## src/rtl/pvic_pkg.sv

```systemverilog
package pvic_pkg;
  localparam int unsigned CFG_AW = 2;
  localparam logic [CFG_AW-1:0] REG_MODE = 2'd0;
  localparam logic [CFG_AW-1:0] REG_MASK = 2'd1;
  localparam logic [CFG_AW-1:0] REG_BASE = 2'd2;
endpackage

```

## src/rtl/pvic_line.sv

```systemverilog
// One request line: sample register, edge detector and pending latch.
module pvic_line (
  input  logic clk_i,
  input  logic rst_ni,
  input  logic req_i,
  input  logic edge_mode_i,
  input  logic clr_i,
  output logic pend_o
);
  logic samp_q, samp_d;
  logic prev_q, prev_d;
  logic hold_q, hold_d;
  logic rise;

  assign rise = samp_q & ~prev_q;

  always_comb begin
    samp_d = req_i;
    prev_d = samp_q;
    if (!edge_mode_i)  hold_d = 1'b0;
    else if (rise)     hold_d = 1'b1;
    else if (clr_i)    hold_d = 1'b0;
    else               hold_d = hold_q;
  end

  always_ff @(posedge clk_i or negedge rst_ni) begin
    if (!rst_ni) begin
      samp_q <= 1'b0;
      prev_q <= 1'b0;
      hold_q <= 1'b0;
    end else begin
      samp_q <= samp_d;
      prev_q <= prev_d;
      hold_q <= hold_d;
    end
  end

  assign pend_o = edge_mode_i ? hold_q : samp_q;
endmodule

```

## src/rtl/pvic_arb.sv

```systemverilog
// Fixed priority: lowest index wins.
module pvic_arb #(
  parameter int unsigned N     = 8,
  parameter int unsigned IDX_W = $clog2(N)
) (
  input  logic [N-1:0]     pend_i,
  output logic             any_o,
  output logic [IDX_W-1:0] idx_o
);
  always_comb begin
    idx_o = '0;
    for (int i = N - 1; i >= 0; i--) begin
      if (pend_i[i]) idx_o = IDX_W'(i);
    end
  end
  assign any_o = |pend_i;
endmodule

```

## src/rtl/pvic_regs.sv

```systemverilog
module pvic_regs
  import pvic_pkg::*;
#(
  parameter int unsigned N      = 8,
  parameter int unsigned VEC_W  = 8,
  parameter int unsigned BASE_W = 5
) (
  input  logic              clk_i,
  input  logic              rst_ni,
  input  logic              wr_i,
  input  logic [CFG_AW-1:0] addr_i,
  input  logic [VEC_W-1:0]  wdata_i,
  output logic [VEC_W-1:0]  rdata_o,
  output logic [N-1:0]      mode_o,
  output logic [N-1:0]      mask_o,
  output logic [BASE_W-1:0] base_o
);
  localparam int unsigned LOW_W = VEC_W - BASE_W;

  logic [N-1:0]      mode_q, mode_d, mask_q, mask_d;
  logic [BASE_W-1:0] base_q, base_d;
  logic              mode_en, mask_en, base_en;

  assign mode_en = wr_i && (addr_i == REG_MODE);
  assign mask_en = wr_i && (addr_i == REG_MASK);
  assign base_en = wr_i && (addr_i == REG_BASE);

  always_comb begin
    mode_d = mode_en ? wdata_i[N-1:0] : mode_q;
    mask_d = mask_en ? wdata_i[N-1:0] : mask_q;
    base_d = base_en ? wdata_i[VEC_W-1:LOW_W] : base_q;
  end

  always_ff @(posedge clk_i or negedge rst_ni) begin
    if (!rst_ni) begin
      mode_q <= '0;
      mask_q <= '1;
      base_q <= '0;
    end else begin
      mode_q <= mode_d;
      mask_q <= mask_d;
      base_q <= base_d;
    end
  end

  always_comb begin
    rdata_o = '0;
    case (addr_i)
      REG_MODE: rdata_o[N-1:0] = mode_q;
      REG_MASK: rdata_o[N-1:0] = mask_q;
      REG_BASE: rdata_o = {base_q, {LOW_W{1'b0}}};
      default:  rdata_o = '0;
    endcase
  end

  assign mode_o = mode_q;
  assign mask_o = mask_q;
  assign base_o = base_q;
endmodule

```

## src/rtl/pvic_top.sv

```systemverilog
module pvic_top
  import pvic_pkg::*;
#(
  parameter int unsigned NUM_LINES = 8,
  parameter int unsigned VEC_W     = 8
) (
  input  logic                 clk_i,
  input  logic                 rst_ni,
  input  logic [NUM_LINES-1:0] req_i,
  input  logic                 cfg_wr_i,
  input  logic [CFG_AW-1:0]    cfg_addr_i,
  input  logic [VEC_W-1:0]     cfg_wdata_i,
  output logic [VEC_W-1:0]     cfg_rdata_o,
  output logic                 irq_o,
  input  logic                 inta_i,
  output logic                 vec_oe_o,
  output logic [VEC_W-1:0]     vec_o
);
  localparam int unsigned IDX_W  = $clog2(NUM_LINES);
  localparam int unsigned BASE_W = VEC_W - IDX_W;

  logic [NUM_LINES-1:0] mode_q, mask_q, pend_raw, pend, clr;
  logic [BASE_W-1:0]    base_q;
  logic                 any_pend;
  logic [IDX_W-1:0]     win_idx;
  logic                 ack_q, ack_d, ack_start;
  logic [VEC_W-1:0]     vec_q, vec_d;

  pvic_regs #(.N(NUM_LINES), .VEC_W(VEC_W), .BASE_W(BASE_W)) u_regs (
    .clk_i(clk_i), .rst_ni(rst_ni), .wr_i(cfg_wr_i), .addr_i(cfg_addr_i),
    .wdata_i(cfg_wdata_i), .rdata_o(cfg_rdata_o),
    .mode_o(mode_q), .mask_o(mask_q), .base_o(base_q)
  );

  for (genvar g = 0; g < NUM_LINES; g++) begin : g_line
    pvic_line u_line (
      .clk_i(clk_i), .rst_ni(rst_ni), .req_i(req_i[g]),
      .edge_mode_i(mode_q[g]), .clr_i(clr[g]), .pend_o(pend_raw[g])
    );
    assign clr[g] = ack_start && any_pend && (win_idx == IDX_W'(g));
  end

  assign pend = pend_raw & ~mask_q;

  pvic_arb #(.N(NUM_LINES), .IDX_W(IDX_W)) u_arb (
    .pend_i(pend), .any_o(any_pend), .idx_o(win_idx)
  );

  assign ack_start = inta_i & ~ack_q;

  always_comb begin
    ack_d = inta_i;
    vec_d = ack_start ? {base_q, win_idx} : vec_q;
  end

  always_ff @(posedge clk_i or negedge rst_ni) begin
    if (!rst_ni) begin
      ack_q <= 1'b0;
      vec_q <= '0;
    end else begin
      ack_q <= ack_d;
      vec_q <= vec_d;
    end
  end

  assign irq_o    = any_pend;
  assign vec_oe_o = ack_q;
  assign vec_o    = ack_q ? vec_q : '0;
endmodule

```

## config.mk

```make
export PLATFORM = sky130hd
export DESIGN_NAME = pvic_top
export DESIGN_NICKNAME = d
export VERILOG_FILES = /design/src/rtl/pvic_pkg.sv /design/src/rtl/pvic_line.sv /design/src/rtl/pvic_arb.sv /design/src/rtl/pvic_regs.sv /design/src/rtl/pvic_top.sv
export SDC_FILE = /design/constraint.sdc
export NUM_CORES = 1
export LEC_CHECK = 0
export BUFFER_PORTS_ARGS = -buffer_cell sky130_fd_sc_hd__clkbuf_2
export CORE_UTILIZATION = 45
export CTS_BUF_LIST = sky130_fd_sc_hd__clkbuf_8
export DETAILED_ROUTE_END_ITERATION = 10
export PLACE_DENSITY = 0.67
export SLEW_MARGIN = 20
export SYNTH_ARGS = -nofsm -noshare
export SYNTH_HDL_FRONTEND = slang
export SYNTH_SLANG_ARGS = --single-unit
```

## constraint.sdc

```tcl
create_clock -name clk_i -period 5 [get_ports clk_i]
set_input_delay 0.5 -clock clk_i [delete_from_list [all_inputs] [get_ports clk_i]]
set_output_delay 0.5 -clock clk_i [all_outputs]
set_load 0.01 [all_outputs]
```

### After elaboration in Yosys (flattened, before gate mapping)

Index checks and enable logic that the tools add are counted.

| cells by class | value |
|---|---|
| mux-type cells | 42 |
| equality and inequality tests | 17 |
| bitwise gates (word level) | 20 |
| reduce and logical (&&, ||, !) cells | 15 |

Operator list:

| cell | count |
|---|---|
| $mux 1 | 32 |
| $mux 3 | 8 |
| $ne 3x1->1 const B | 8 |
| $pmux 8 s3 | 1 |
| $eq 3x3->1 const B | 4 |
| $logic_and 1x1->1 | 12 |
| $and 1x1->1 | 9 |
| $not 1->1 | 9 |
| $and 8x8->8 | 1 |
| $mux 8 | 1 |
| $not 8->8 | 1 |
| $reduce_or 8->1 | 1 |
| $eq 3x2->1 const B | 2 |
| $eq 3x1->1 const B | 1 |
| $logic_not 3->1 | 1 |
| $eq 2x1->1 const B | 1 |
| $eq 2x2->1 const B | 1 |
| $logic_not 2->1 | 1 |

| storage, ports and cells | value |
|---|---|
| register bits | 54 |
| logic and storage cells | 123 |
| output and inout bits | 18 |
| input bits | 22 |

### Longest topological paths before layout

Gate-level depths: netlist of the first run.

| logic depth | value |
|---|---|
| word-level depth | 15 |
| mapped depth | 5 |
| mapped depth without buffers | 5 |

### Modules after synthesis

Synthesis of the first run repeated with hierarchy kept, for this count alone.

| second synthesis, totals | value |
|---|---|
| cells, all modules | 184 |
| area, all modules | 2518.7 µm² |

By module, submodules not included:

| module | instances | area each (µm²) | seq. area each (µm²) | cells an instance |
|---|---|---|---|---|
| pvic_regs | 1 | 980.9 | 535.5 | 64 |
| pvic_line | 8 | 113.9 | 75.1 | 7 |
| pvic_top | 1 | 545.5 | 225.2 | 51 |
| pvic_arb | 1 | 81.3 | 0.0 | 13 |

### Worst setup path before layout of the first run

Ideal clock, no wire load.

| timing path | value |
|---|---|
| path kind | reg-to-output |
| start point | register u_regs.mode_q[2], in the netlist u_regs.mode_o[2] |
| end point | output port irq_o |
| buffers on the path | 0 |
| cell stages (with the launch flop) | 5 |
| required time | 4.500 ns |
| setup slack | 3.148 ns |
| arrival | 1.352 ns |
| cell sequence | dfrtp_1 > mux2i_1 > o22ai_1 > or3_4 > nand2b_1 |

| between the ends | value |
|---|---|
| cells in the longest elaborated chain, start to end | 3 |

RTL lines:

| what | line | source |
|---|---|---|
| from (decl) | pvic_regs.sv:20 | `logic [N-1:0] mode_q, mode_d, mask_q, mask_d;` |
| from (signal assigned) | pvic_regs.sv:40 | `mode_q <= mode_d;` |
| $mux 1 | pvic_line.sv:38 | `assign pend_o = edge_mode_i ? hold_q : samp_q;` |
| $and 8x8->8 | pvic_top.sv:43 | `assign pend = pend_raw & ~mask_q;` |
| $reduce_or 8->1 | pvic_arb.sv:16 | `assign any_o = \|pend_i;` |
| to (decl) | pvic_top.sv:14 | `output logic irq_o,` |

Every way passes these cells.

### Worst setup path after layout of the first run

Same ends and word-level chain as after synthesis.

==> results by group, run 1 <==
Outcome
  • Status: finished clean

Place
  • Gpl congestion: 0.826
  • Placed Instances: 290
  • Post-DP HPWL: 3.24 mm
  • # port buffers: 39

Synthesis
  • Synth Area in Adders: 0%
  • Post-synth net total: 209
  • Yosys warnings: 0
  • Area leader, netlist: dfrtp_1
  • Largest family of logic cells by synthesized area: multiplexers
  • Cell Area, Synth: 2350 sq um
  • Ys async rst share: 100%
  • Ys flop type: dfrtp_1
  • Post-synthesis area per instance: 12.6 sq um
  • Post-synth top area share: 49.0%
  • Post-synthesis xor/xnor area fraction: 0%
  • Post-synthesis compound-gate area fraction: 7.78%
  • Synth area leaders: dfrtp_1 49%, mux2_2 13%, dfstp_2 9.0%
  • Synth Register Bits: 54
  • Simple-Gate Fraction of Synth Area: 13.6%
  • EDFF count, synth: 0
  • Post-synthesis mux area share: 19.8%
  • Distinct cells, synth: 30
  • Sequential share of the synthesized area: 58.0%
  • Syn Inst Count: 187

Job
  • Max Cap Viol: 0

Worst setup path
  • Critical path's largest stage delay: 0.45 ns
  • CP Capture Type: output port
  • Slowest CP cell: or3_4
  • Critical path class: flip-flop to output port
  • Crit Path Max Fanout: 5
  • Critical path startpoint category: flip-flop
  • Crit path arrival time: 1.86 ns
  • WP data required: 4.50 ns
  • CP Cell Sequence: mux2i_1, o22ai_1, or3_4, nand2b_1, clkbuf_2

Detailed routing
  • Post-DR wirelength/cell: 14.7 microns
  • Met2 WL: 2.10 mm
  • WL final: 4.39 mm
  • M1 WL: 2.02 mm
  • Vias: 1560
  • 1st-iter DRT viols: 117
  • Met3 Routed Length: 221 microns
  • Final ANT Viol Nets: 0
  • DRC Markers: 0
  • Highest routed layer: met4
  • Routed vias/inst: 5.23
  • Drt first pass iters: 4

Clocking
  • Maximum root-to-sink buffer count: 2
  • Clock transition at path regs: 0.09 ns
  • Inserted Clock Buffers: 5
  • Clk_lat worst skew: 0.31 ns
  • Hold buffers post-CTS: 0
  • CTS root buf: clkbuf_8
  • Postcts setup bufs: 0
  • Sink Count: 54
  • CTS tree: built
  • Htree depth: 2
  • Post-CTS resize count: 0

Power
  • Sw frac: 28.2%
  • Clock power frac: 26.1%
  • Proportion of power drawn by combinational gates: 21.5%
  • Leakage: 1.24 nW
  • Pwr dens: 398 nW/um^2
  • Int Pwr: 0.000780 W
  • Final total power: 0.00109 W
  • Peak supply drop: 0.198 mV
  • NetSw: 0.000306 W
  • Register share of total power: 52.4%

Cells and area
  • Post-Layout Cell Count: 298
  • Share of cells above drive strength 1: 37.7%
  • Most common cell after layout, fill and taps aside: dfrtp_1
  • Final Util: 55.9%
  • Fill cells: 433
  • Number of diodes: 0
  • Area added between synthesis and finish: 16.1%
  • Commonest non-fill, non-tap cells in the layout: 46 x dfrtp_1, 39 x clkbuf_2, 27 x mux2_2
  • Fin nets: 252

Timing
  • Unrepaired setup endpoints after global routing: false
  • Fmax achieved: 0.423 GHz
  • Max-slew violation count: 0
  • Final setup fails: 0
  • Final Hold Viols: 0
  • Worst slew margin: 50.2%
  • Minimum clock period: 2.36 ns
  • Tcrit/Tclk final: 47.3%
  • Hold_ws: 0.294 ns
  • Actual slew at the worst max-slew pin: 0.744 ns
  • Clock Skews: 0.0104 ns
  • Final setup TNS: 0 ns

Floorplan
  • Die height: 74.2 microns
  • Row count: 25
  • Die Area: 5510 sq um
  • DIE WIDTH: 74.2 microns
  • I/O Pins: 40
  • Core area: 4880 sq um
  • Initial core utilization: 48.1%

Global routing
  • Vias in the first global route: 1482
  • GR Util All Layers: 17.9%
  • Congestion Overflow GR: 0
  • Pin count of the biggest net entering global routing: 55
  • Initial antenna violation count: 0
  • Global-route wire length before repair: 7.18 mm

Hold path
  • Hold crit path type: input pin to flip-flop
worst max-delay path, delay by kind of cell, from the launching register on:
family | cells | cell delay (ns)
mux | 1 | 0.24
compound gates | 1 | 0.15
flops | 1 | 0.43
simple gates | 2 | 0.62
buf+inv | 1 | 0.13
sequential cells by signal, summed over array words and instances, names as in the netlist:
signal                cells
g_line.u_line.hold_q      8
g_line.u_line.prev_d      8
g_line.u_line.prev_q      8
u_regs.base_o             5
u_regs.mask_o             8
u_regs.mode_o             8
vec_oe_o                  1
vec_q                     8
layer usage:
metal	global-route usage, %	vias up
li1	-	754
met2	28.3	41
met5	0	-
met3	4.61	5
met4	5.03	0
met1	24.5	760
cells by family (layout without fill, tap and decap cells):
group           count (synthesis)  after routing
flops                          54             54
buf+inv                         5             49
simple gates                   56             56
compound gates                 29             29
mux                            43             43
layout make-up:
cell class                 instances  area (sq um)  area share, %
multi-input combinational        128           967           35.5
inverter                           1          3.75          0.138
tap                               67          83.8           3.07
sequential                        54          1360           49.9
clock buffer                       5          68.8           2.52
clock inverter                     3          40.0           1.47
timing repair buffer              40           203           7.43
path summary, 6_finish.rpt:
path	cells past startpoint	to	start	slack (ns)
max in group asynchronous	2	g_line[5].u_line.hold_q$_DFFE_PN0P_	rst_ni	4.25
max reg2reg	5	g_line[7].u_line.hold_q$_DFFE_PN0P_	u_regs.mode_o[6]$_DFFE_PN0P_	2.99
min	1	g_line[1].u_line.prev_d$_DFF_PN0_	req_i[1]	0.29
min in group asynchronous	2	vec_oe_o$_DFF_PN0_	rst_ni	0.30
min reg2reg	0	g_line[4].u_line.prev_q$_DFF_PN0_	g_line[4].u_line.prev_d$_DFF_PN0_	0.40
max	5	irq_o	u_regs.mode_o[2]$_DFFE_PN0P_	2.64
power by group through the flow:
stage | Sequential, W | Clock [W] | Combinational [W]
2_1_floorplan | 0.000558 | 0 | 0.000169
3_3_place_gp | 0.000574 | 0 | 0.000231
3_5_place_dp | 0.000577 | 0 | 0.000236
4_1_cts | 0.000569 | 0.000291 | 0.000237
5_1_grt | 0.000581 | 0.000308 | 0.000262
6_report | 0.000569 | 0.000283 | 0.000234
through the flow:
| stage | instance area [sq um] | setup WS [ns] |
|---|---|---|
| 2_1_floorplan | 2350 | 3.15 |
| 3_3_place_gp | 2620 | 3.00 |
| 4_1_cts | 2730 | 2.62 |
| 6_report | 2730 | 2.64 |
| 5_1_grt | 2730 | 2.44 |
| 3_5_place_dp | 2620 | 2.96 |
cell usage after synthesis, types with 3 or more instances:
library cell  number
a21oi_1            3
mux2i_1           16
nand2_1           14
o21ai_0            9
nor2b_1            3
clkbuf_1           3
dfrtp_1           46
dfstp_2            8
mux2_2            27
o22ai_1            3
nor2_1            11
and2_1             8
a31oi_1            4
nand2b_1          12
Power figures use the tool's default switching activity.
==> inputs of run 2 (changes only) <==
Settings changed: PLACE_DENSITY 0.67 to 0.7.
Clock period 5 ns to 2 ns, I/O delays scaled along.
==> run 2 against run 1 <==
Effect of this change: largest power group unchanged; sequential share of layout area decreased by 3.9 points; clock power increased to 2.6 times the previous value; power increased to 2.6 times the previous value; global-route usage increased by 1.3 points; non-clock buffer count increased by 22; critical path type unchanged; clock skew increased by 0.0037 ns; worst hold slack got worse by 0.28 ns; first-iteration DRC count decreased by 26%.
==> results by group, run 2 (synthesis gave the netlist of run 1 again) <==
Timing
  • Final setup fails: 0
  • Tcrit/Tclk final: 96.8%
  • Clock Skews: 0.0141 ns
  • Final worst setup slack: 0.0636 ns
  • Final Hold Viols: 0
  • Fmax achieved: 0.516 GHz
  • Minimum clock period: 1.94 ns
  • Max-slew violation count: 0
  • Unrepaired setup endpoints after global routing: true
  • Worst slew margin: 58.0%
  • Actual slew at the worst max-slew pin: 0.630 ns

Worst setup path
  • R2r worst-path depth: 6
  • Worst r2r dst: g_line[6].u_line.hold_q$_DFFE_PN0P_
  • Critical path class: flip-flop to output port
  • WP data required: 1.80 ns
  • Slowest CP cell: dfrtp_1
  • CP Cell Sequence: mux2i_2, o22ai_2, or3_4, nand2b_4, clkbuf_2
  • RR Startpoint: u_regs.mode_o[3]$_DFFE_PN0P_
  • CP Capture Type: output port
  • Crit path arrival time: 1.74 ns
  • Crit Path Max Fanout: 3
  • Critical path startpoint category: flip-flop
  • Critical path's largest stage delay: 0.39 ns
  • Reg2Reg Setup Slack: 0.14 ns

Cells and area
  • Commonest non-fill, non-tap cells in the layout: 46 x dfrtp_1, 39 x clkbuf_2, 27 x mux2_2
  • Fin area: 2960 sq um
  • Area added between synthesis and finish: 25.9%
  • Multi-input gate area in the final layout: 988 sq um
  • Number of diodes: 0
  • Most common cell after layout, fill and taps aside: dfrtp_1
  • Fin nets: 274
  • Fill cells: 404
  • Post-Layout Cell Count: 320
  • Share of cells above drive strength 1: 40.7%
  • Reg area: 1360 sq um

Hold path
  • Hold Path Cell Cnt: 1
  • Hold path startpoint: inta_i
  • Worst hold endpoint: vec_oe_o$_DFF_PN0_
  • Hold crit path type: input pin to flip-flop

Power
  • Leakage: 1.36 nW
  • Sw frac: 27.8%
  • Register share of total power: 49.5%
  • Peak supply drop: 0.480 mV
  • Clock power frac: 25.9%
  • Pwr dens: 969 nW/um^2
  • Int Pwr: 0.00207 W
  • Proportion of power drawn by combinational gates: 24.7%
  • NetSw: 0.000796 W

Clocking
  • Htree depth: 2
  • CTS root buf: clkbuf_8
  • Clk_lat worst skew: 0.31 ns
  • Maximum root-to-sink buffer count: 2
  • Clock transition at path regs: 0.10 ns
  • CTS tree: built
  • Sink Count: 54
  • Inserted Clock Buffers: 5

Global routing
  • GR Util All Layers: 19.2%
  • Congestion Overflow GR: 0
  • Vias in the first global route: 1611
  • Global-route wire length before repair: 7.69 mm
  • Pin count of the biggest net entering global routing: 31
  • Initial antenna violation count: 0

Detailed routing
  • 1st-iter DRT viols: 87
  • WL final: 4.78 mm
  • Routed vias/inst: 5.11
  • Final ANT Viol Nets: 0
  • DRC Markers: 0
  • Vias: 1635
  • Drt first pass iters: 4
  • Post-DR wirelength/cell: 15.0 microns

Place
  • Placed Instances: 298
  • Post-DP HPWL: 3.48 mm
  • # port buffers: 39
  • Placed inst area: 2690 sq um
  • Place WS: 0.147 ns
  • Gpl congestion: 0.876

Floorplan
  • Row count: 25
  • I/O Pins: 40
  • DIE WIDTH: 74.2 microns
  • Core area: 4880 sq um
  • Die Area: 5510 sq um
  • Initial core utilization: 48.1%
  • Die height: 74.2 microns

Job
  • Max Cap Viol: 0

Outcome
  • Status: finished clean
-- run 2: changes by cell type in the layout (fill, tap and decap cells not counted), sizes merged --
cell / before / now
clkinv: 2 / 0
buf: 1 / 14
inv: 1 / 2
dlygate4sd3: 0 / 9
clkbuf: 44 / 45
-- run 2: metal layers --
layer / vias up / track usage [%] / share of wire, %
met3: 7 / 4.74 / 3.3
met4: 0 / 5.87 / 1.1
met1: 789 / 25.4 / 47
met5: - / 0 / 0
li1: 800 / - / -
met2: 39 / 31.4 / 48
-- run 2: worst max-delay path, delay by kind of cell, from the launching register on --
| kind | cells | cell delay [ns] |
|---|---|---|
| AOI/OAI and AO/OA | 1 | 0.13 |
| buffers and inverters | 1 | 0.13 |
| DFF | 1 | 0.39 |
| muxes | 1 | 0.28 |
| and+or+nand+nor | 2 | 0.50 |
-- run 2: how the worst max path moves through the flow --
stage	startpoint	end	slack, ns	cells past startpoint
after floorplan	u_regs.mode_o[2]$_DFFE_PN0P_	g_line[7].u_line.hold_q$_DFFE_PN0P_	0.31	5
after global placement	u_regs.mode_o[6]$_DFFE_PN0P_	g_line[7].u_line.hold_q$_DFFE_PN0P_	0.23	6
after detailed placement	u_regs.mode_o[3]$_DFFE_PN0P_	g_line[6].u_line.hold_q$_DFFE_PN0P_	0.15	5
after CTS	u_regs.mode_o[3]$_DFFE_PN0P_	irq_o	0.01	5
after global routing	u_regs.mode_o[3]$_DFFE_PN0P_	irq_o	-0.009	5
final	u_regs.mode_o[3]$_DFFE_PN0P_	irq_o	0.06	5
-- run 2: per-stage QoR --
step | total power [W] | hold WS [ns] | setup TNS [ns] | util [%]
CTS | 0.00287 | 0.000506 | 0 | 60.2
floorplan | 0.00182 | -0.0956 | 0 | -
detailed placement | 0.00208 | 0.253 | 0 | 55.2
global route | 0.00302 | 0.0103 | -0.00947 | 60.6
finish | 0.00286 | 0.0139 | 0 | 60.6
global placement | 0.00205 | 0.247 | 0 | 55.2
-- run 2: power by group through the flow --
stage	clock network (W)	logic, W	registers [W]
2_1_floorplan	0	0.000422	0.00139
3_3_place_gp	0	0.000620	0.00143
3_5_place_dp	0	0.000633	0.00144
4_1_cts	0.000758	0.000694	0.00142
5_1_grt	0.000803	0.000779	0.00144
6_report	0.000741	0.000707	0.00142
-- run 2: layout make-up --
type	count	area share [%]
flip-flops and latches	54	46.0
multi-input cells	128	33.4
repair buffers	62	13.6
well taps	67	2.84
clock buffers	6	2.79
clock inverters	2	1.14
inverters	1	0.127
-- run 2: what timing repair did --
action / 4_1_cts / 5_1_grt
setup endpoints to repair: 1 / 1
endpoints found under the hold margin: 27 / 1
gates resized for setup: 2 / 2
pin swaps: 2 / 1
buffers inserted: 5 / 0
hold buffers: 8 / 1
